[config.mk]
export PLATFORM = sky130hd
export DESIGN_NAME = e3_tx_payload_in
export DESIGN_NICKNAME = d
export VERILOG_FILES = /design/src/rtl/e3_txp_pkg.sv /design/src/rtl/e3_txp_ref_edge.sv /design/src/rtl/e3_txp_frame_ctr.sv /design/src/rtl/e3_txp_serializer.sv /design/src/rtl/e3_tx_payload_in.sv
export SDC_FILE = /design/constraint.sdc
export NUM_CORES = 1
export LEC_CHECK = 0
export CAP_MARGIN = 20
export CORE_MARGIN = 3
export CORE_UTILIZATION = 47
export DETAILED_ROUTE_END_ITERATION = 10
export HOLD_SLACK_MARGIN = 0.08
export PLACE_DENSITY_LB_ADDON = 0.05
export RECOVER_POWER = 50
export SKIP_LAST_GASP = 1
export SYNTH_ARGS = -nofsm -noshare
export SYNTH_HDL_FRONTEND = slang
export SYNTH_SLANG_ARGS = --single-unit
[constraint.sdc]
create_clock -name clk -period 7.3 [get_ports clk]
set_clock_uncertainty 0.05 [all_clocks]
set_input_delay 1.095 -clock clk [delete_from_list [all_inputs] [get_ports clk]]
set_output_delay 1.095 -clock clk [all_outputs]
set_load 0.03 [all_outputs]
[src/rtl/e3_txp_pkg.sv]
// Shared types for the E3 transmit payload aligner.
// Assumes: nothing beyond IEEE 1800-2017 packed structs.
package e3_txp_pkg;

    // Operating mode selected by three configuration bits.
    typedef struct packed {
        logic nibble;   // 1 = 4-bit parallel payload
        logic loop;     // 1 = recovered clock qualifier
        logic slave;    // 1 = follow frame reference (local timing only)
    } txp_mode_t;

endpackage

[src/rtl/e3_txp_ref_edge.sv]
// Frame-reference rising-edge detector.
// Samples the reference only on ticks; a rise is the current level 1 against
// a previously sampled 0. Assumes the reference is synchronous to the local
// tick qualifier, so no synchronizer stage is added.
module e3_txp_ref_edge (
    input  logic clk,
    input  logic rst_n,
    input  logic tick,
    input  logic ref_in,
    output logic rise
);
    logic ref_q;

    // Hold the level seen at the last tick.
    always_ff @(posedge clk) begin
        if (!rst_n)    ref_q <= 1'b0;
        else if (tick) ref_q <= ref_in;
    end

    assign rise = tick & ref_in & ~ref_q;
endmodule

[src/rtl/e3_txp_frame_ctr.sv]
// Frame position counter and active-mode register.
// Picks the tick qualifier for the active timing mode, keeps the frame
// position, handles slave restarts and loads new configuration only at frame
// boundaries (or while a slave frame has not yet started).
// Assumes FRAME_BITS >= 2.
module e3_txp_frame_ctr
    import e3_txp_pkg::*;
#(
    parameter int FRAME_BITS = 1536,
    localparam int POS_W     = $clog2(FRAME_BITS)
) (
    input  logic             clk,
    input  logic             rst_n,
    input  txp_mode_t        cfg_mode,
    input  logic             loc_en,
    input  logic             rec_en,
    input  logic             rise,
    output logic             tick,
    output logic [POS_W-1:0] cur_pos,
    output logic             act_loop,
    output logic             act_nibble,
    output logic [POS_W-1:0] bit_pos,
    output logic             bit_valid,
    output logic             frame_start
);
    localparam logic [POS_W-1:0] LAST = POS_W'(FRAME_BITS - 1);

    txp_mode_t        act_q;
    logic [POS_W-1:0] cnt_q;
    logic             started_q;
    logic             slave_eff;
    logic             restart;
    logic             running;
    logic             at_last;
    logic             boundary;

    // Qualifier, restart and boundary decode for the current cycle.
    always_comb begin
        tick      = act_q.loop ? rec_en : loc_en;
        slave_eff = act_q.slave & ~act_q.loop;
        restart   = slave_eff & rise;
        running   = ~slave_eff | started_q | rise;
        cur_pos   = (restart | ~running) ? '0 : cnt_q;
        at_last   = (cur_pos == LAST);
        boundary  = tick & (at_last | ~running);
    end

    assign act_loop   = act_q.loop;
    assign act_nibble = act_q.nibble;

    // Advance position, register outputs and apply mode at boundaries.
    always_ff @(posedge clk) begin
        if (!rst_n) begin
            act_q       <= cfg_mode;
            cnt_q       <= '0;
            started_q   <= 1'b0;
            bit_pos     <= '0;
            bit_valid   <= 1'b0;
            frame_start <= 1'b0;
        end else begin
            bit_valid   <= tick;
            frame_start <= tick & running & (cur_pos == '0);
            if (tick) begin
                bit_pos <= cur_pos;
                cnt_q   <= (~running | at_last) ? '0 : cur_pos + POS_W'(1);
            end
            if (boundary) act_q <= cfg_mode;
            if (boundary && (!cfg_mode.slave || cfg_mode.loop))
                started_q <= 1'b0;
            else if (restart)
                started_q <= 1'b1;
        end
    end
endmodule

[src/rtl/e3_txp_serializer.sv]
// Payload bit selector.
// Serial mode passes the input bit on each tick. Nibble mode captures a nibble
// at lane 0 of each group and shifts it out MSB first over the following ticks.
// Assumes NIB_W is a power of two and >= 2.
module e3_txp_serializer #(
    parameter int NIB_W  = 4,
    localparam int SEL_W = $clog2(NIB_W)
) (
    input  logic             clk,
    input  logic             rst_n,
    input  logic             tick,
    input  logic             nibble_mode,
    input  logic [SEL_W-1:0] lane,
    input  logic             ser_in,
    input  logic [NIB_W-1:0] nib_in,
    output logic             nib_take,
    output logic             bit_out
);
    logic [NIB_W-2:0] sh_q;

    assign nib_take = tick & nibble_mode & (lane == '0);

    // Select the next payload bit on each tick.
    always_ff @(posedge clk) begin
        if (!rst_n) begin
            bit_out <= 1'b0;
            sh_q    <= '0;
        end else if (tick) begin
            if (!nibble_mode) begin
                bit_out <= ser_in;
            end else if (nib_take) begin
                bit_out <= nib_in[NIB_W-1];
                sh_q    <= nib_in[NIB_W-2:0];
            end else begin
                bit_out <= sh_q[NIB_W-2];
                sh_q    <= sh_q << 1;
            end
        end
    end
endmodule

[src/rtl/e3_tx_payload_in.sv]
// E3 transmit payload input aligner (top).
// Combines the frame counter, reference edge detector and serializer into one
// single-clock block with six modes. Assumes both clock qualifiers are already
// in the clk domain and frame_ref is synchronous to the local qualifier.
module e3_tx_payload_in
    import e3_txp_pkg::*;
#(
    parameter int FRAME_BITS = 1536,
    parameter int NIB_W      = 4,
    localparam int POS_W     = $clog2(FRAME_BITS),
    localparam int SEL_W     = $clog2(NIB_W)
) (
    input  logic             clk,
    input  logic             rst_n,
    input  logic             cfg_nibble,
    input  logic             cfg_loop,
    input  logic             cfg_slave,
    input  logic             loc_en,
    input  logic             rec_en,
    input  logic             ser_in,
    input  logic [NIB_W-1:0] nib_in,
    input  logic             frame_ref,
    output logic             nib_take,
    output logic             bit_out,
    output logic             bit_valid,
    output logic [POS_W-1:0] bit_pos,
    output logic             frame_start
);
    txp_mode_t        cfg_mode;
    logic             tick;
    logic             rise;
    logic [POS_W-1:0] cur_pos;
    logic             act_loop;
    logic             act_nibble;

    assign cfg_mode = '{nibble: cfg_nibble, loop: cfg_loop, slave: cfg_slave};

    e3_txp_frame_ctr #(.FRAME_BITS(FRAME_BITS)) u_ctr (
        .clk         (clk),
        .rst_n       (rst_n),
        .cfg_mode    (cfg_mode),
        .loc_en      (loc_en),
        .rec_en      (rec_en),
        .rise        (rise),
        .tick        (tick),
        .cur_pos     (cur_pos),
        .act_loop    (act_loop),
        .act_nibble  (act_nibble),
        .bit_pos     (bit_pos),
        .bit_valid   (bit_valid),
        .frame_start (frame_start)
    );

    e3_txp_ref_edge u_edge (
        .clk    (clk),
        .rst_n  (rst_n),
        .tick   (tick),
        .ref_in (frame_ref),
        .rise   (rise)
    );

    e3_txp_serializer #(.NIB_W(NIB_W)) u_ser (
        .clk         (clk),
        .rst_n       (rst_n),
        .tick        (tick),
        .nibble_mode (act_nibble),
        .lane        (cur_pos[SEL_W-1:0]),
        .ser_in      (ser_in),
        .nib_in      (nib_in),
        .nib_take    (nib_take),
        .bit_out     (bit_out)
    );
endmodule

==> key figures, run 1 <==
STA
  • RSZ-0062 raised after global routing: false
  • Min Tclk post-route: roughly 4700 ps
  • Worst slew pin tran: between 600 and 700 ps
  • Fmax: 0.213 GHz
  • Setup ws final: between 2000 and 3000 ps
  • Max-slew violations: 0
  • Ratio of final minimum period to clock period: 64.3%
  • Final setup violating endpoints: 0
  • Relative max-transition margin: 54.9%
  • TNS Setup: 0 ps
  • Min Hold Slack: approximately 400 ps
  • Final Hold Viols: 0

Power and ir drop
  • Pleak: slightly above 0.7 nW
  • Clock network power share: around a third
  • Pwr/cell area: 187 nW/um^2
  • Reg power frac: ~54%
  • Tot Pwr: approximately 0.35 mW
  • Int Pwr: approximately 0.26 mW
  • Switching share of power: 25.5%
  • Worst IR Drop VDD: approximately 0.00011 V
  • Switching power total: 0.0902 mW
  • Combinational power share: approximately 13%

Clock network
  • Setup bufs post-CTS: 0
  • Htree depth: 2
  • Clock tree buffer depth: 2
  • CTS tree: yes
  • Clock latency on the worst-skew pair: ~330 ps
  • Num CTS Buffers: 5
  • Clock slew at reported path FFs: about 100 ps
  • Hold Buf Count CTS: 0
  • Clock sinks: 33
  • Clk Tree Root Cell: clkbuf_4
  • CTS resizes: 0

Logic synthesis
  • Top cells by area, synth: dfxtp_1 (39%), a21oi_1 (7.5%), nand2_1 (7.1%)
  • Register area share after synthesis: between 40 and 50%
  • Synth Cell Area: 1540 um^2
  • Post-synthesis register bit count: 33
  • Yosys cell types: 39
  • Mean area per synthesized cell: 8.49 um^2
  • Yosys synthesis warning count: 0
  • Post-synth top area share: between 30% and 40%
  • Syn Nets: a little under 200
  • Cells after Synth: between 150 and 200
  • Leading area contributor after synthesis: dfxtp_1

Critical path
  • Crit-path max FO: 16
  • Worst Path Arrival: 3550 ps
  • Req. time, crit path: ~6200 ps
  • Worst setup EP type: output port
  • CP most frequent cell: clkdlybuf4s50_1
  • Critical-path cell list: clkdlybuf4s50_1 -> nand3b_1 -> a21o_1 -> nand2_1 -> ha_1 -> and3_1 -> clkdlybuf4s50_1
  • WS Path Type: input pin to output port
  • CP Launch Type: input pin
  • Slowest Stage Delay on Critical Path: ~660 ps
  • Slowest-stage cell, CP: clkdlybuf4s50_1

Placed design
  • Detailed-placement wirelength estimate: ~2.4 mm
  • RePlAce Congestion: about 0.88
  • Placed Area: 1830 um^2
  • Pre-CTS WS: 2670 ps
  • Placed insts: around 240
  • Count of input and output buffers: 27

Cells and area
  • Layout filler cell count: between 200 and 300
  • Most common cell after layout, fill and taps aside: dfxtp_1
  • Final #Nets: between 200 and 250
  • Layout cells sized above 1: ~8.3%
  • Layout area overhead: 23.3%
  • Most frequent cells in the layout: dfxtp_1 (30), nand2_1 (29), a21oi_1 (23)
  • Final cell count without fillers: between 200 and 250
  • Antenna diode count: 0
  • Design area: 1890 um^2
  • Final core utilization: just over 60%

Route
  • Routed via count: approximately 1.4k
  • DR pass1 iterations: 4
  • DR DRC count: 0
  • Antenna viol nets, final: 0
  • Initial DRC count: slightly above 100
  • Detailed Route WL: between 3 and 4 mm
  • Via/cell ratio: roughly 5.5
  • WL/cell: 13.7 um

Hold path
  • Min-delay worst type: flip-flop to flip-flop

Die
  • Io pins: 28
  • Initial core utilization: roughly 50%
  • Die Y: roughly 63 um
  • Die footprint: roughly 4000 um^2
  • Row cnt: 20
  • Die width: around 63 um
  • Core ar.: 3080 um^2

Global route
  • First-pass GRT wire length: 6.15 mm
  • GRT overflow: 0
  • Vias in the first global route: between 1k and 1.5k
  • Total Routing Usage GR: about a fifth
  • Largest net degree at the start of global routing: 25
  • Initial antenna violation count: 0

Outcome
  • Status: finished clean

Run
  • Max-Cap Viols: 0
final cells by class:
| cell class | count | area [um^2] | share of cell area (%) |
|---|---|---|---|
| Clock buffer | 7 | 65.1 | 3.43 |
| Multi-Input combinational cell | 133 | 790 | 41.7 |
| Clock inverter | 1 | 5.00 | 0.264 |
| Tap cell | 44 | 55.1 | 2.91 |
| Inverter | 3 | 11.3 | 0.594 |
| Sequential cell | 33 | 691 | 36.5 |
| Timing Repair Buffer | 28 | 278 | 14.7 |
sequential cells by signal, summed over array words and instances (netlist names):
register	cells
u_edge.ref_q	1
u_ctr.started_q	1
u_ctr.act_q	1
u_ctr.act_nibble	1
u_ser.bit_out	1
u_ctr.act_loop	1
u_ctr.frame_start	1
u_ctr.cnt_q	11
u_ser.sh_q	3
u_ctr.bit_pos	11
u_ctr.bit_valid	1
power groups by stage:
stage | Clock [mW] | Sequential (mW) | Combinational, mW
after floorplan | 0 | 0.199 | 0.0286
after global placement | 0 | 0.196 | 0.0474
after detailed placement | 0 | 0.196 | 0.0487
after CTS | 0.119 | 0.192 | 0.0489
after global routing | 0.128 | 0.193 | 0.0529
final | 0.114 | 0.192 | 0.0475
cell families (layout without fill, tap and decap cells):
group	after synthesis	in the layout	synth area share (%)
simple gates	81	81	26.1
compound gates	43	43	19.0
flops	33	33	45.0
buf+inv	15	39	3.83
mux	6	6	3.99
fa+ha+maj	2	2	1.63
xor+xnor	1	1	0.570
metal layers:
metal	routed length (um)	track usage [%]	share of wire, %
met5	0	0	0
met1	1640	24.7	48
met3	147	5.53	4.3
met4	46	7.55	1.4
met2	1570	30.6	46
Yosys cell counts (all sizes together):
| library cell | instances |
|---|---|
| dfxtp | 30 |
| nand2 | 29 |
| a21oi | 23 |
| nand3 | 21 |
| clkbuf | 10 |
| nor2 | 9 |
| a31oi | 5 |
| mux2i | 5 |
| a211oi | 4 |
| and3 | 4 |
| nand2b | 4 |
| edfxtp | 3 |
| inv | 3 |
| a32o | 2 |
| and2 | 2 |
| buf | 2 |
| ha | 2 |
| nor2b | 2 |
| nor4 | 2 |
| o211ai | 2 |
| a21o | 1 |
| a311oi | 1 |
| a41oi | 1 |
| and4 | 1 |
| and4b | 1 |
| mux2 | 1 |
| nand3b | 1 |
| nand4 | 1 |
| nor3 | 1 |
| nor3b | 1 |
| o211a | 1 |
| o21a | 1 |
| o21ai | 1 |
| o221a | 1 |
| or2 | 1 |
| or3b | 1 |
| xnor2 | 1 |
final timing paths:
check                   start                to  slack, ps  cells past startpoint
max reg2reg    u_ctr.act_loop  u_ctr.act_nibble       4420                     10
min reg2reg  u_ctr.bit_pos[4]  u_ctr.bit_pos[4]        400                      2
min          u_ctr.bit_pos[4]  u_ctr.bit_pos[4]        400                      2
max                    loc_en          nib_take       2610                      7
critical path: cells and delay by family:
kind | cells | cell delay, ps
fa+ha+maj | 1 | 330
compound gates | 1 | 380
buf+inv | 2 | 1170
simple gates | 3 | 560
Note: power is estimated with default switching activity, not from simulation.
==> run 2: changes to the inputs <==
Settings changed: CORE_UTILIZATION 47 to 46.
Clock period 7.3 ns to 3.8 ns, I/O delays scaled along.
==> run 2 against run 1 <==
Sequential share of layout area is 0.27 points higher. Combinational power is 92% higher. Register-to-register slack worse by 3300 ps. Cell area is 0.73% lower. Critical path depth stayed put. Hold slack better by 3.4 ps. Non-clock buffer count is 1 higher. Clock power is 74% higher. Critical endpoint unchanged.
==> key figures, run 2 (synthesis gave the netlist of run 1 again) <==
Power and ir drop
  • Pwr/cell area: about 350 nW/um^2
  • Clock network power share: between 30% and 40%
  • Worst IR Drop VDD: 0.000244 V
  • Int Pwr: a little under 0.5 mW
  • Combinational power share: 13.9%
  • Switching share of power: between 20% and 30%
  • Pleak: between 0.7 and 0.8 nW
  • Tot Pwr: around 0.66 mW
  • Switching power total: between 0.15 and 0.2 mW
  • Reg power frac: 56.0%

Clock network
  • Hold Buf Count CTS: 0
  • Clk Tree Root Cell: clkbuf_4
  • Num CTS Buffers: 5
  • CTS tree: yes
  • Clock slew at reported path FFs: roughly 100 ps
  • Setup bufs post-CTS: 0
  • Clock sinks: 33
  • CTS resizes: 0
  • Htree depth: 2
  • Clock tree buffer depth: 2
  • Clock latency on the worst-skew pair: between 300 and 400 ps

STA
  • Max-slew violations: 0
  • Min Tclk post-route: between 3000 and 4000 ps
  • Fmax: about 0.30 GHz
  • Worst slew pin tran: around 1100 ps
  • Relative max-transition margin: between 20% and 30%
  • Final Hold Viols: 0
  • RSZ-0062 raised after global routing: false
  • TNS Setup: 0 ps
  • Ratio of final minimum period to clock period: between 80% and 90%
  • Setup ws final: 455 ps
  • Final setup violating endpoints: 0
  • Min Hold Slack: slightly above 400 ps

Critical path
  • Req. time, crit path: approximately 3200 ps
  • WS Path Type: input pin to output port
  • CP Launch Type: input pin
  • Crit-path max FO: 16
  • Worst Path Arrival: about 2700 ps
  • Worst setup EP type: output port
  • FF-to-FF setup slack: about 1100 ps

Cells and area
  • Final core utilization: around 60%
  • Layout cells sized above 1: 7.32%
  • Final #Nets: between 200 and 250
  • Layout filler cell count: 302
  • Final cell count without fillers: ~250
  • Design area: 1880 um^2
  • Biggest regs: u_ctr.bit_pos (11), u_ctr.cnt_q (11), u_ser.sh_q (3)
  • Layout area overhead: 22.4%
  • Antenna diode count: 0
  • Most frequent cells in the layout: dfxtp_1 (30), nand2_1 (29), a21oi_1 (23)
  • Most common cell after layout, fill and taps aside: dfxtp_1

Placed design
  • Placed insts: 242
  • Pre-CTS WS: roughly 430 ps
  • Placed Area: about 1800 um^2
  • Detailed-placement wirelength estimate: ~2.5 mm
  • RePlAce Congestion: 0.812
  • Count of input and output buffers: 27

Route
  • Initial DRC count: approximately 110
  • WL/cell: about 14 um
  • DR pass1 iterations: 4
  • Antenna viol nets, final: 0
  • DR DRC count: 0
  • Detailed Route WL: 3.45 mm
  • Routed via count: 1369
  • Via/cell ratio: between 5 and 6

Global route
  • Total Routing Usage GR: 18.9%
  • Vias in the first global route: approximately 1.4k
  • Largest net degree at the start of global routing: 23
  • First-pass GRT wire length: roughly 6.1 mm
  • GRT overflow: 0
  • Initial antenna violation count: 0

Hold path
  • Min-delay worst type: flip-flop to flip-flop

Die
  • Die Y: ~64 um
  • Core ar.: 3130 um^2
  • Initial core utilization: slightly below 50%
  • Io pins: 28
  • Die width: around 64 um
  • Row cnt: 20
  • Die footprint: ~4000 um^2

Outcome
  • Status: finished clean

Run
  • Max-Cap Viols: 0
run 2: changes by cell type in the layout (fill, tap and decap cells not counted):
cell,before,now
a21o_1,1,0
a21o_2,0,1
clkbuf_1,0,2
clkbuf_8,2,1
clkdlybuf4s50_1,14,9
clkinv_2,1,0
dlygate4sd3_1,13,18
mux2i_1,4,5
mux2i_2,1,0
run 2: cell type report:
cell class | count | area (um^2) | area share (%)
flip-flops and latches | 33 | 691 | 36.7
repair buffers | 29 | 282 | 15.0
clock buffers | 7 | 55.1 | 2.93
inverters | 3 | 11.3 | 0.599
well taps | 44 | 55.1 | 2.93
multi-input cells | 133 | 787 | 41.8
run 2: routing by layer:
metal | vias up | global-route usage, % | part of all wire (%)
li1 | 693 | - | -
met1 | 635 | 24.7 | 47
met2 | 32 | 29.9 | 47
met3 | 9 | 4.57 | 4.1
met4 | 0 | 7.55 | 2.1
met5 | - | 0 | 0
run 2: worst max-delay path, cell delays in order:
cell             delay [ps]
clkdlybuf4s50_1         510
nand3b_1                160
a21o_2                  350
nand2_1                 140
ha_1                    170
and3_1                  150
clkdlybuf4s50_1         660
run 2: power groups by stage:
stage                     Sequential (mW)  Clock [mW]  Combinational, mW
after floorplan                     0.381           0             0.0550
after global placement              0.376           0             0.0928
after detailed placement            0.377           0             0.0948
after CTS                           0.369       0.204             0.0952
after global routing                0.370       0.219              0.100
final                               0.368       0.198             0.0913
run 2: worst paths after layout:
| check | from | end | cells past startpoint |
|---|---|---|---|
| worst min-delay path | u_ctr.bit_pos[5] | u_ctr.bit_pos[5] | 2 |
| worst max register to register | u_ctr.act_loop | u_ctr.act_q[0] | 10 |
| worst min register to register | u_ctr.bit_pos[5] | u_ctr.bit_pos[5] | 2 |
| worst max-delay path | loc_en | nib_take | 7 |
==> run 3: changes to the inputs <==
Settings changed: CORE_MARGIN 3 to not set, GPL_ROUTABILITY_DRIVEN set to 0, SETUP_SLACK_MARGIN set to 0.4.
==> run 3 against run 2 <==
Clock-buffer cell count is the same. Sequential share of layout area about the same. Global-route usage increased by 3.4 points. Cell area up 0.13%. Maximum frequency grew 11%. Setup slack improved by 340 ps. Non-clock buffer count unchanged. Register-to-register slack lost 40 ps. Via count up 2.0%. Critical path depth up 4. Largest cell class unchanged.
==> key figures, run 3 (synthesis gave the netlist of run 1 again) <==
Route
  • DR pass1 iterations: 4
  • Initial DRC count: 57
  • DR DRC count: 0
  • Detailed Route WL: roughly 3.5 mm
  • Via/cell ratio: roughly 5.6
  • Antenna viol nets, final: 0
  • WL/cell: approximately 14 um
  • Routed via count: roughly 1.4k

Global route
  • Total Routing Usage GR: between 20% and 30%
  • Vias in the first global route: roughly 1.4k
  • Largest net degree at the start of global routing: 23
  • GRT overflow: 0
  • Initial antenna violation count: 0
  • First-pass GRT wire length: between 5 and 6 mm

Clock network
  • CTS tree: yes
  • Clock tree buffer depth: 2
  • Setup bufs post-CTS: 0
  • Clock latency on the worst-skew pair: between 300 and 400 ps
  • Htree depth: 2
  • Clk Tree Root Cell: clkbuf_4
  • Clock slew at reported path FFs: approximately 90 ps
  • Num CTS Buffers: 5
  • Clock sinks: 33

Cells and area
  • Layout cells sized above 1: between 7 and 8%
  • Layout area overhead: 22.6%
  • Biggest regs: u_ctr.bit_pos (11), u_ctr.cnt_q (11), u_ser.sh_q (3)
  • Antenna diode count: 0
  • Most frequent cells in the layout: dfxtp_1 (30), nand2_1 (29), a21oi_1 (23)
  • Most common cell after layout, fill and taps aside: dfxtp_1
  • Final #Nets: between 200 and 250

STA
  • Relative max-transition margin: 17.5%
  • RSZ-0062 raised after global routing: false
  • Final setup violating endpoints: 0
  • Setup ws final: ~800 ps
  • Worst slew pin tran: 1200 ps
  • Ratio of final minimum period to clock period: between 70% and 80%
  • TNS Setup: 0 ps
  • Max-slew violations: 0
  • Min Tclk post-route: ~3000 ps
  • Final Hold Viols: 0
  • Fmax: approximately 0.33 GHz

Critical path
  • R2r worst-path depth: 10
  • Crit-path max FO: 16
  • CP Launch Type: input pin
  • FF-to-FF Start: u_ctr.act_loop
  • WS Path Type: input pin to flip-flop
  • Req. time, crit path: ~3800 ps
  • Critical path startpoint: loc_en
  • Worst Path Arrival: 3020 ps
  • Reg-to-Reg End: u_ctr.act_loop
  • End of the critical path: u_ctr.act_loop
  • Worst setup EP type: flip-flop
  • FF-to-FF setup slack: roughly 1000 ps

Die
  • Die footprint: 3580 um^2
  • Row cnt: 20
  • Initial core utilization: between 40% and 50%
  • Io pins: 28
  • Die Y: about 60 um
  • Core ar.: between 3000 and 4000 um^2
  • Die width: between 50 and 60 um

Power and ir drop
  • Pwr/cell area: ~350 nW/um^2
  • Worst IR Drop VDD: slightly below 0.0002 V
  • Pleak: ~0.74 nW

Placed design
  • Pre-CTS WS: 426 ps
  • Count of input and output buffers: 27
  • Detailed-placement wirelength estimate: around 2.4 mm

Run
  • Max-Cap Viols: 0

Outcome
  • Status: finished clean

Hold path
  • Hold Crit Depth: 2
  • Min-delay worst type: flip-flop to flip-flop
run 3: changes by cell type in the layout (fill, tap and decap cells not counted):
cell             delta
clkdlybuf4s50_1     -2
dlygate4sd3_1       +1
dlymetal6s2s_1      +1
run 3: how the worst min path moves through the flow:
stage,start,to
global placement,u_ctr.bit_pos[3],u_ctr.bit_pos[3]
finish,u_ctr.bit_pos[6],u_ctr.bit_pos[6]
floorplan,u_edge.ref_q,u_edge.ref_q
global route,u_ctr.bit_pos[2],u_ctr.bit_pos[2]
CTS,u_ctr.bit_pos[6],u_ctr.bit_pos[6]
detailed placement,u_ctr.bit_pos[5],u_ctr.bit_pos[5]
run 3: critical path, cell delays in order:
cell and delay [ps]:
clkdlybuf4s50_1 500, nand3b_1 170, a21o_2 360, nand2_1 150, inv_1 60, ha_1 210
and3_1 240, o211a_4 180, a21oi_1 280, or2_1 190, nand2_1 110
run 3: where the power goes:
part           switching [mW]  internal (mW)  leakage (nW)
logic                  0.0557         0.0367         0.432
registers             0.00660          0.362         0.273
clock network           0.116         0.0873        0.0314
run 3: cell type report:
type | count | area, um^2
sequential | 33 | 691
fill | 295 | 1220
tap | 44 | 55.1
inverter | 3 | 11.3
multi-input combinational | 133 | 787
timing repair buffer | 29 | 284
clock buffer | 7 | 55.1
run 3: per-stage QoR:
| stage | hold WS (ps) | cell area (um^2) | utilization [%] | instances | total power [mW] |
|---|---|---|---|---|---|
| after floorplan | 390 | 1540 | - | 181 | 0.436 |
| after global placement | 392 | 1830 | 59.1 | 242 | 0.469 |
| after detailed placement | 400 | 1830 | 59.1 | 242 | 0.472 |
| after CTS | 415 | 1890 | 60.8 | 249 | 0.670 |
| after global routing | 429 | 1880 | 60.7 | 249 | 0.694 |
| final | 407 | 1880 | 60.7 | 249 | 0.664 |
run 3: repair_timing:
| action | in CTS | in global routing |
|---|---|---|
| setup endpoints to repair | 0 | 1 |
| resized for setup | 0 | 1 |
| hold buffers | 0 | 0 |
| endpoints found under the hold margin | 0 | 0 |
run 3: metal layers:
| metal | vias up | track usage (%) | share of wire [%] |
|---|---|---|---|
| met2 | 29 | 34.9 | 45 |
| met3 | 10 | 6.49 | 4.4 |
| met1 | 666 | 28.4 | 48 |
| li1 | 692 | - | - |
| met4 | 0 | 9.97 | 2.1 |
| met5 | - | 0 | 0 |
